**src/rtl/line_clamp_gen.sv**
```systemverilog
module line_clamp_gen #(
  parameter int START_W = 16,
  parameter int WIDTH_W = 8
) (
  input  logic                       clk,
  input  logic                       rst_n,
  input  logic                       hsync,
  input  logic                       hs_pol,
  input  logic                       coast,
  input  logic                       ac_couple,
  input  logic                       coast_gate_off,
  input  logic [START_W-START_W/2-1:0] start_hi,
  input  logic [START_W/2-1:0]       start_lo,
  input  logic [WIDTH_W-1:0]         width,
  output logic                       clamp
);
  localparam int CNT_W = (START_W > WIDTH_W) ? START_W : WIDTH_W;

  typedef enum logic [1:0] {IDLE, WAIT, HOLD} st_t;

  st_t                st;
  logic [CNT_W-1:0]   cnt;
  logic               sync_d, cfg_ac, cfg_allow;
  logic [WIDTH_W-1:0] cfg_w;

  wire               sync_on   = hs_pol ? hsync : ~hsync;
  wire               trail     = sync_d & ~sync_on;
  wire [START_W-1:0] start_val = {start_hi, start_lo};
  wire               gate_now  = coast & ~cfg_allow;
  wire               refuse    = ~ac_couple | (coast & ~coast_gate_off) | (width == '0);

  always_ff @(posedge clk or negedge rst_n) begin
    if (!rst_n) begin
      sync_d    <= 1'b0;
      st        <= IDLE;
      cnt       <= '0;
      cfg_ac    <= 1'b0;
      cfg_allow <= 1'b0;
      cfg_w     <= '0;
    end else begin
      sync_d <= sync_on;
      if (trail) begin
        cfg_ac    <= ac_couple;
        cfg_allow <= coast_gate_off;
        cfg_w     <= width;
        if (refuse) begin
          st <= IDLE;
        end else if (start_val == '0) begin
          st  <= HOLD;
          cnt <= CNT_W'(width);
        end else begin
          st  <= WAIT;
          cnt <= CNT_W'(start_val);
        end
      end else begin
        case (st)
          WAIT: begin
            if (gate_now) st <= IDLE;
            else if (cnt == CNT_W'(1)) begin
              st  <= HOLD;
              cnt <= CNT_W'(cfg_w);
            end else cnt <= cnt - 1'b1;
          end
          HOLD: begin
            if (gate_now || cnt == CNT_W'(1)) st <= IDLE;
            else cnt <= cnt - 1'b1;
          end
          default: st <= IDLE;
        endcase
      end
    end
  end

  assign clamp = (st == HOLD) & cfg_ac & ~gate_now;
endmodule


```
**config.mk**
```make
export PLATFORM = sky130hd
export DESIGN_NAME = line_clamp_gen
export DESIGN_NICKNAME = d
export VERILOG_FILES = /design/src/rtl/line_clamp_gen.sv
export SDC_FILE = /design/constraint.sdc
export NUM_CORES = 1
export LEC_CHECK = 0
export BUFFER_PORTS_ARGS = -buffer_cell sky130_fd_sc_hd__clkbuf_2
export CAP_MARGIN = 20
export CORE_MARGIN = 8
export CORE_UTILIZATION = 30
export DETAILED_ROUTE_END_ITERATION = 10
export HOLD_SLACK_MARGIN = 0.08
export PLACE_DENSITY_LB_ADDON = 0.2
export SLEW_MARGIN = 10
export SYNTH_ARGS = -nofsm -noshare
export SYNTH_HDL_FRONTEND = slang
export SYNTH_SLANG_ARGS = --single-unit
export TNS_END_PERCENT = 10
```
**constraint.sdc**
```tcl
create_clock -name clk -period 6.3 [get_ports clk]
set_input_delay 0.945 -clock clk [delete_from_list [all_inputs] [get_ports clk]]
set_output_delay 0.945 -clock clk [all_outputs]
set_load 0.01 [all_outputs]
```
# Yosys cells after proc, flatten, opt, wreduce, memory -nomap -nowiden

Cells that the tools add are included.

Input bits: 31
Output and inout bits: 1
Register bits after elaboration: 29

Muxes and demuxes: 15
Reductions and logical operators: 6
Bitwise logic cells: 13
Add/subtract/negate cells: 1
Eq/ne operators: 8

Operators with widths:

| operator                                            | count |
|---|---|
| 2-to-1 mux 16 bit                                   | 6 |
| case mux 16 bit (2 select lines)                    | 1 |
| == test 16 x 1 -> 1 bit (second input constant)     | 1 |
| logical NOT 16 bit                                  | 1 |
| subtractor 16 x 1 -> 16 bit (second input constant) | 1 |
| 2-to-1 mux 2 bit                                    | 6 |
| inequality test 3 bit (second input constant)       | 3 |
| logical NOT 8 bit                                   | 1 |
| NOT 1 bit                                           | 6 |
| bitwise AND 1 bit                                   | 5 |
| inequality test 4 bit (second input constant)       | 1 |
| case mux 2 bit (2 select lines)                     | 1 |
| AND reduction 4 bit                                 | 1 |
| nonzero test 3 bit                                  | 1 |
| == test 2 x 1 -> 1 bit (second input constant)      | 1 |
| == test 2 bit (second input constant)               | 1 |
| inequality test 2 bit (second input constant)       | 1 |
| bitwise OR 1 bit                                    | 2 |
| AND reduction 2 bit                                 | 1 |
| logical OR 1 bit                                    | 1 |
| 2-to-1 mux 1 bit                                    | 1 |

# Depth between registers and ports, before layout

Gate-level depths: netlist of run 1.

Word-level depth: 6
Gate-level depth with buffers: 8

# Worst setup path before layout of run 1

No wires, ideal clock.

Path type: input-to-reg
Start: input width[4]
End: register cnt[1]
Slack: 3.824 ns
Arrival: 2.354 ns
Stages on the path: 6
Cells stage by stage: or4_1 > nor2_1 > or3_1 > clkbuf_1 > nand2_1 > o221a_2

Longest elaborated chain between the ends: 4

RTL lines:

| element                         | line | text |
|---|---|---|
| start: declaration              | 14   | `input logic [WIDTH_W-1:0] width,` |
| logical NOT 8 bit               | 30   | `wire refuse = ~ac_couple \| (coast & ~coast_gate_off) \| (width == '0);` |
| bitwise OR 1 bit                | 30   |  |
| inequality test 2 bit (no line) | -    |  |
| AND reduction 4 bit (no line)   | -    |  |
| end signal: assignment          | 50   | `cnt <= CNT_W'(width);` |
| end signal: assignment          | 53   | `cnt <= CNT_W'(start_val);` |
| end signal: assignment          | 61   | `cnt <= CNT_W'(cfg_w);` |
| end: declaration                | 22   | `logic [CNT_W-1:0] cnt;` |

Every way passes these cells.
A chain may end at the register's enable or synchronous reset.

# Final worst setup path of run 1

Start: input hs_pol
End: register cnt[1]

Longest elaborated chain between the ends: 5
Elaborated cells between the ends (all ways): 9
Classes of those cells: eq/ne (3); mux (2); bitwise (2); reduce/logical (2)

RTL lines:

| element                                                 | line | text |
|---|---|---|
| start: declaration                                      | 8    | `input logic hs_pol,` |
| 2-to-1 mux 1 bit (*)                                    | 26   | `wire sync_on = hs_pol ? hsync : ~hsync;` |
| NOT 1 bit (*)                                           | 27   | `wire trail = sync_d & ~sync_on;` |
| bitwise AND 1 bit (*)                                   | 27   |  |
| inequality test 3 bit (no line) (tied with other cells) | -    |  |
| AND reduction 4 bit (no line)                           | -    |  |

Mark *: on every way between the ends. The rest lies on a longest branch, timed or not.

==> run metrics, run 1 <==
status=finished, final reports clean; setup ws final=3.016 ns; die height=95.20 um; Fin Setup TNS=0 ns; syn_nets=251; clk sinks=29; fin. max-slew vios=0; sw frac=0.3804; Finish-stage setup viols=0; post-synthesis cell area=0.001882 mm^2; diode count=0; hold path endpoint=cfg_w[4]$_DFFE_PN0P_; Largest stage delay, worst path=0.78 ns; Design Area, Final=0.002175 mm^2; Crit. End Element=register; clock-pin slew on the worst setup and hold paths=0.07 ns; Pint=412.0 uW; starting density of the core=0.3033; CTS hold repair buffers=0; final net count=279; H-tree Lvls=2; Reg power frac=0.472; Gate power share=0.293; most used flip-flop cell after synthesis=dfrtp_1; DP HPWL=4431 um; clock latency on the worst-skew pair=0.29 ns; post-synthesis sequential area ratio=0.3856; Ys Warns=0; Register-to-Register Path Depth=5; most frequent cells in the layout=35 x nand2_1, 31 x clkbuf_2, 29 x dfrtp_1; CTS resizes=0; Clock Skews=0.004906 ns; Bufs on Longest Clock Path=2; Critical Path Fanout Max=20; total gr overflow=0; wire length per cell=18.76 um; Die Area=0.009063 mm^2; buffers added on ports=31; leakage power=0.8788 nW; Slew HR=0.4653; final hold violation count=0; gpl congestion=0.8165; hold_sp=cfg_w[4]$_DFFE_PN0P_; initial antenna violation count=0; Final Cycle Share=0.5212; largest net degree at the start of global routing=30; drt total wl=6077 um; Setup crit start kind=input pin; Area Growth Syn to Fin=15.56%; worst hold stages=2; Num CTS Buffers=5; minimum clock period=3.284 ns; Post-Syn Area per Cell=8.632 um^2; Critical Path, Cell by Cell=clkbuf_2 > xor2_1 > nand2_1 > or3_1 > nand2_1 > o221a_2; Worst EP arrival=3.52 ns; CTS tree=built; GRT Total Usage=0.1451; synthesized flop and latch total=29; Crit path max-delay family=simple AND/OR/NAND/NOR gates; P_sw=252.9 uW; vias post-DR=1,882; min-delay worst type=register to register; commonest non-fill, non-tap cell in the layout=nand2_1; WS Path Type=input pin to register; # DRC=0; reg2reg start=cnt[2]$_DFFE_PN0P_; Post-CTS Setup Repair Bufs=0; Synth cell types=48; drt pass-1 iters=4; core area=0.006205 mm^2; Crit-path slowest cell=or3_1; clock share of power=0.235; layout cells sized above 1=0.1903; area post-placement=0.002092 mm^2; Top cell by count, worst path=nand2_1; Rows=29; Worst VDD drop=104.7 uV; fmax=0.3045 GHz; first-pass GRT wire length=10,290 um; vias in the first global route=2,026; DR iter-0 viols=113; CP bufs+invs=1; die width=95.20 um; RR Endpoint=cnt[10]$_DFFE_PN0P_; WP data required=6.53 ns; clock root cell=clkbuf_8; P per Cell Area=305.8 mW/mm^2; max-cap viol count=0; EDFF count, synth=0; RSZ-0062 raised after global routing=no; worst-margin pin slew=0.8021 ns; vias per inst=5.809; I/O Pins=32; Routed Antenna Nets=0; ys async rst share=1.000; Post-Syn Instances=218; r2r setup slk=3.72 ns; pre-CTS setup slack=2.689 ns
## worst max-delay path by stage
stage	start	end	cells after the start
after floorplan	width[4]	cnt[1]$_DFFE_PN0P_	6
final	hs_pol	cnt[1]$_DFFE_PN0P_	6
after detailed placement	hs_pol	cnt[1]$_DFFE_PN0P_	6
after global placement	hs_pol	cnt[1]$_DFFE_PN0P_	6
after global routing	hs_pol	cnt[3]$_DFFE_PN0P_	6
after CTS	hs_pol	cnt[1]$_DFFE_PN0P_	6
## area by class of cell
class | instances | area (um^2)
clock inverters | 2 | 10.01
multi-input cells | 172 | 1081
well taps | 77 | 96.34
flip-flops and latches | 29 | 725.7
repair buffers | 33 | 170.2
inverters | 5 | 18.77
fillers | 678 | 4030
clock buffers | 6 | 72.57
## through the flow
step / total power [mW] / std cells / hold slack, ns / utilization
floorplan: 0.4523 / 218 / 0.4393 / -
global placement: 0.5076 / 316 / 0.4648 / 0.3372
detailed placement: 0.5101 / 316 / 0.4619 / 0.3372
CTS: 0.6651 / 324 / 0.4795 / 0.3505
global route: 0.7125 / 324 / 0.5126 / 0.3505
finish: 0.6649 / 324 / 0.4793 / 0.3505
## power groups by stage
stage / clock [mW] / sequential (mW) / combinational [mW]
finish: 0.156 / 0.314 / 0.195
floorplan: 0 / 0.284 / 0.168
global placement: 0 / 0.315 / 0.193
global route: 0.166 / 0.325 / 0.222
CTS: 0.157 / 0.312 / 0.195
detailed placement: 0 / 0.315 / 0.195
## sequential cells by signal (all words and copies together) (netlist names)
register	flops
st	2
sync_d	1
cfg_ac	1
cfg_allow	1
cnt	16
cfg_w	8
## metal layers
metal,vias up,part of all wire,GRT usage
li1,906,-,-
met1,900,0.50,0.2007
met2,67,0.41,0.2066
met3,9,0.078,0.04409
met4,0,0.016,0.05202
met5,-,0,0
## tightest hold or removal path, delay by kind of cell, from the launching register on
family / cells / cell delay [ns]
flip-flops: 1 / 0.35
AND/OR/NAND/NOR: 2 / 0.10
## synth_stat cells, types with 4 or more instances
cell type | count | share of area
clkbuf_1 | 4 | 0.0080
dfrtp_1 | 29 | 0.39
nand3_1 | 15 | 0.040
nor3_1 | 11 | 0.029
xnor2_1 | 4 | 0.019
a32oi_1 | 4 | 0.019
nand2_1 | 35 | 0.070
nor4_1 | 8 | 0.027
o2bb2ai_1 | 6 | 0.028
nor2_1 | 7 | 0.014
inv_1 | 5 | 0.010
a21oi_1 | 10 | 0.027
buf_1 | 4 | 0.0080
o211ai_1 | 9 | 0.036
o21ai_0 | 5 | 0.013
a2bb2oi_1 | 6 | 0.028
o311ai_0 | 4 | 0.019
## kinds of logic (layout without fill, tap and decap cells)
logic type      count (synthesis)  count (layout)  share of synthesized area
fa+ha+maj                       2               2                    0.01330
flops                          29              29                     0.3856
xor+xnor                        6               6                    0.02793
buf+inv                        17              46                    0.03989
compound gates                 65              65                     0.2600
simple gates                   99              99                     0.2733
Note: power is estimated with default switching activity, not from simulation.
==> inputs of run 2 (changes only) <==
--- a/config.mk
+++ b/config.mk
@@ -5,6 +5,7 @@
 export SDC_FILE = /design/constraint.sdc
 export NUM_CORES = 1
 export LEC_CHECK = 0
+export ABC_AREA = 1
 export BUFFER_PORTS_ARGS = -buffer_cell sky130_fd_sc_hd__clkbuf_2
 export CAP_MARGIN = 20
 export CORE_MARGIN = 8
==> constraint.sdc (replaced) <==
create_clock -name clk -period 3 [get_ports clk]
set_input_delay 0.45 -clock clk [delete_from_list [all_inputs] [get_ports clk]]
set_output_delay 0.45 -clock clk [all_outputs]
set_load 0.01 [all_outputs]
==> run 2 against run 1 <==
Synthesized cell count increased by 54%; clock power increased by 97%; clock-buffer cell count unchanged; global-route usage decreased by 2.9 points; cell count increased by 44%; worst hold slack got worse by 0.25 ns; die area increased by 11%; largest power group is now combinational logic; register-to-register slack got worse by 2.5 ns.
==> run metrics, run 2 <==
drt total wl=5405 um (-11%); most used flip-flop cell after synthesis=dfrtp_1; multi-input logic area=0.001230 mm^2 (+14%); fin. max-slew vios=0 (unchanged); worst-margin pin slew=0.7568 ns (-0.04531 ns); status=finished, final reports clean; area leader, netlist=dfrtp_1; Largest stage delay, worst path=0.40 ns (-0.38 ns); Ys Warns=0 (unchanged); Critical Path Fanout Max=16 (-20%); Finish-stage setup viols=0 (unchanged); top cells by area, synth=dfrtp_1 34%, nand2_1 24%, nor2_1 8.1%; Final Cycle Share=0.5982; cell with the most instances after synthesis=nand2_1; gpl congestion=0.8101 (-0.78%); leakage power=1.334 nW (+52%); CTS hold repair buffers=0 (unchanged); Clock Skews=0.006855 ns (+0.001950 ns); Bufs on Longest Clock Path=2 (unchanged); fmax=0.5573 GHz; sw frac=0.4473 (+0.06692); Register-to-Register Path Depth=13 (+8); fillcell total=776 (+14%); RSZ-0062 raised after global routing=no; clock-pin slew on the worst setup and hold paths=0.07 ns (about the same); synthesized flop and latch total=29 (unchanged); Worst EP arrival=1.96 ns (-1.56 ns); vias per inst=4.288 (-26%); total gr overflow=0 (unchanged); ys async rst share=1.000 (unchanged); FF+latch area=725.7 um^2 (unchanged); Reg power frac=0.367 (-0.105); min-delay worst type=input pin to async pin; I/O Pins=32 (unchanged); die width=100.5 um (+5.5%); initial antenna violation count=0 (unchanged); vias in the first global route=1,957 (-3.4%); Layout Cells excl Fill=466 (+44%); Routed Antenna Nets=0 (unchanged); diode count=0 (unchanged); syn_nets=369 (+47%); Num CTS Buffers=5 (unchanged); WS Path Type=register to register; Rows=30 (+3.4%); wire length per cell=11.60 um (-38%); Worst VDD drop=266.5 uV (+150%); Fin Setup TNS=0 ns (unchanged); Gate power share=0.461 (+0.168); max reg flops=16 (unchanged); Area Growth Syn to Fin=14.74%; core area=0.006832 mm^2 (+10%); Crit. End Element=register; Top cell by count, worst path=nand2_1; EDFF count, synth=0 (unchanged); minimum clock period=1.794 ns; die height=100.5 um (+5.5%); layout cells sized above 1=0.1811 (-0.009202); Die Area=0.01009 mm^2 (+11%); r2r setup slk=1.21 ns (-2.51 ns); RR Endpoint=cnt[5]$_DFFE_PN0P_; P per Cell Area=729.5 mW/mm^2 (+140%); drt pass-1 iters=5 (+1); Post-Syn Area per Cell=6.368 um^2 (-26%); P_sw=801.1 uW (+220%); H-tree Lvls=2 (unchanged); post-synthesis cell area=0.002140 mm^2 (+14%); reg2reg start=cnt[1]$_DFFE_PN0P_; GRT Total Usage=0.1156 (-0.02949); vias post-DR=1,998 (+6.2%); Post-Syn Instances=336 (+54%); biggest regs=cnt (16), cfg_w (8), st (2); clock share of power=0.172 (-0.063); CTS tree=built; final net count=402 (+44%); Crit-path slowest cell=dfrtp_1; Critical Path, Cell by Cell=inv_1 > ha_1 > inv_1 > nor2_1 > nand2_2 > nor2_4 > nand3_4 > nand2_4 > nand2_1 > nand2_1 > nand2_1 > nand2_1 > nand2_1; DP HPWL=4310 um (-2.7%); Pint=989.8 uW (+140%); CTS resizes=0 (unchanged); clk sinks=29 (unchanged); starting density of the core=0.3132 (+0.009900); DR iter-0 viols=62 (-45%); Top reg by flops=cnt; Post-CTS Setup Repair Bufs=0 (unchanged); largest net degree at the start of global routing=30 (unchanged); # DRC=0 (unchanged); WP data required=3.17 ns (-3.36 ns); most frequent cells in the layout=136 x nand2_1, 46 x nor2_1, 33 x nand3_1; final hold violation count=0 (unchanged); Synth cell types=31 (-35%); post-synthesis sequential area ratio=0.3392 (-0.04646); commonest non-fill, non-tap cell in the layout=nand2_1; Post-synth top cells=136 x nand2_1, 46 x nor2_1, 33 x nand3_1, 31 x inv_1, 29 x dfrtp_1; Setup crit start kind=register; Placed Cells=458 (+45%); clock root cell=clkbuf_8; clock latency on the worst-skew pair=0.28 ns (about the same); area fraction of the dominant cell type after synthesis=0.3392 (-0.04646); max-cap viol count=0 (unchanged); first-pass GRT wire length=9390 um (-8.8%); Slew HR=0.4955 (+0.03021); buffers added on ports=31 (unchanged)
## run 2: metrics by stage
step           setup WS (ns)  utilization  hold slack [ns]  power, mW  cell area [um^2]
2_1_floorplan          1.451            -           0.1544      1.301              2140
3_3_place_gp           1.172       0.3473           0.4551      1.489              2372
3_5_place_dp           1.131       0.3473           0.4579      1.493              2372
4_1_cts                1.197       0.3593           0.2619      1.813              2455
5_1_grt                1.009       0.3593           0.2997      1.987              2455
6_report               1.206       0.3593           0.2290      1.791              2455
## run 2: power groups by stage
stage / clock network, mW / registers (mW) / logic, mW
after floorplan: 0 / 0.631 / 0.670
after global placement: 0 / 0.667 / 0.822
after detailed placement: 0 / 0.666 / 0.827
after CTS: 0.320 / 0.659 / 0.834
after global routing: 0.336 / 0.680 / 0.972
final: 0.308 / 0.657 / 0.826
## run 2: logic make-up after synthesis
| family | after synthesis | synth area share |
|---|---|---|
| xor+xnor | 5 | 0.02047 |
| fa+ha+maj | 2 | 0.01169 |
| buf+inv | 41 | 0.08596 |
| simple gates | 243 | 0.5018 |
| flops | 29 | 0.3392 |
| compound gates | 16 | 0.04094 |
## run 2: worst max-delay path, delay by kind of cell, from the launching register on
family,cells,cell delay [ns]
buf+inv,2,0.13
flops,1,0.40
simple gates,10,1.03
fa+ha+maj,1,0.14
## run 2: worst max path at each step
stage / endpoint / start
2_1_floorplan: cnt[0]$_DFFE_PN0P_ / cnt[1]$_DFFE_PN0P_
3_3_place_gp: cnt[12]$_DFFE_PN0P_ / hsync
3_5_place_dp: cnt[11]$_DFFE_PN0P_ / hsync
4_1_cts: cnt[1]$_DFFE_PN0P_ / cnt[1]$_DFFE_PN0P_
5_1_grt: cnt[5]$_DFFE_PN0P_ / cnt[1]$_DFFE_PN0P_
6_report: cnt[5]$_DFFE_PN0P_ / cnt[1]$_DFFE_PN0P_
## run 2: metal layers
layer / global-route usage / vias to the layer above / wire length, um
met5: 0 / - / 0
met4: 0.03140 / 0 / 33
met3: 0.02279 / 2 / 153
li1: - / 1097 / -
met1: 0.1514 / 876 / 2723
met2: 0.1877 / 23 / 2494
## run 2: final cells by class
class,instances,area share
multi-input cells,266,0.5010
flip-flops and latches,29,0.2956
clock buffers,6,0.02956
repair buffers,32,0.06626
clock inverters,2,0.004077
well taps,96,0.04893
inverters,35,0.05454
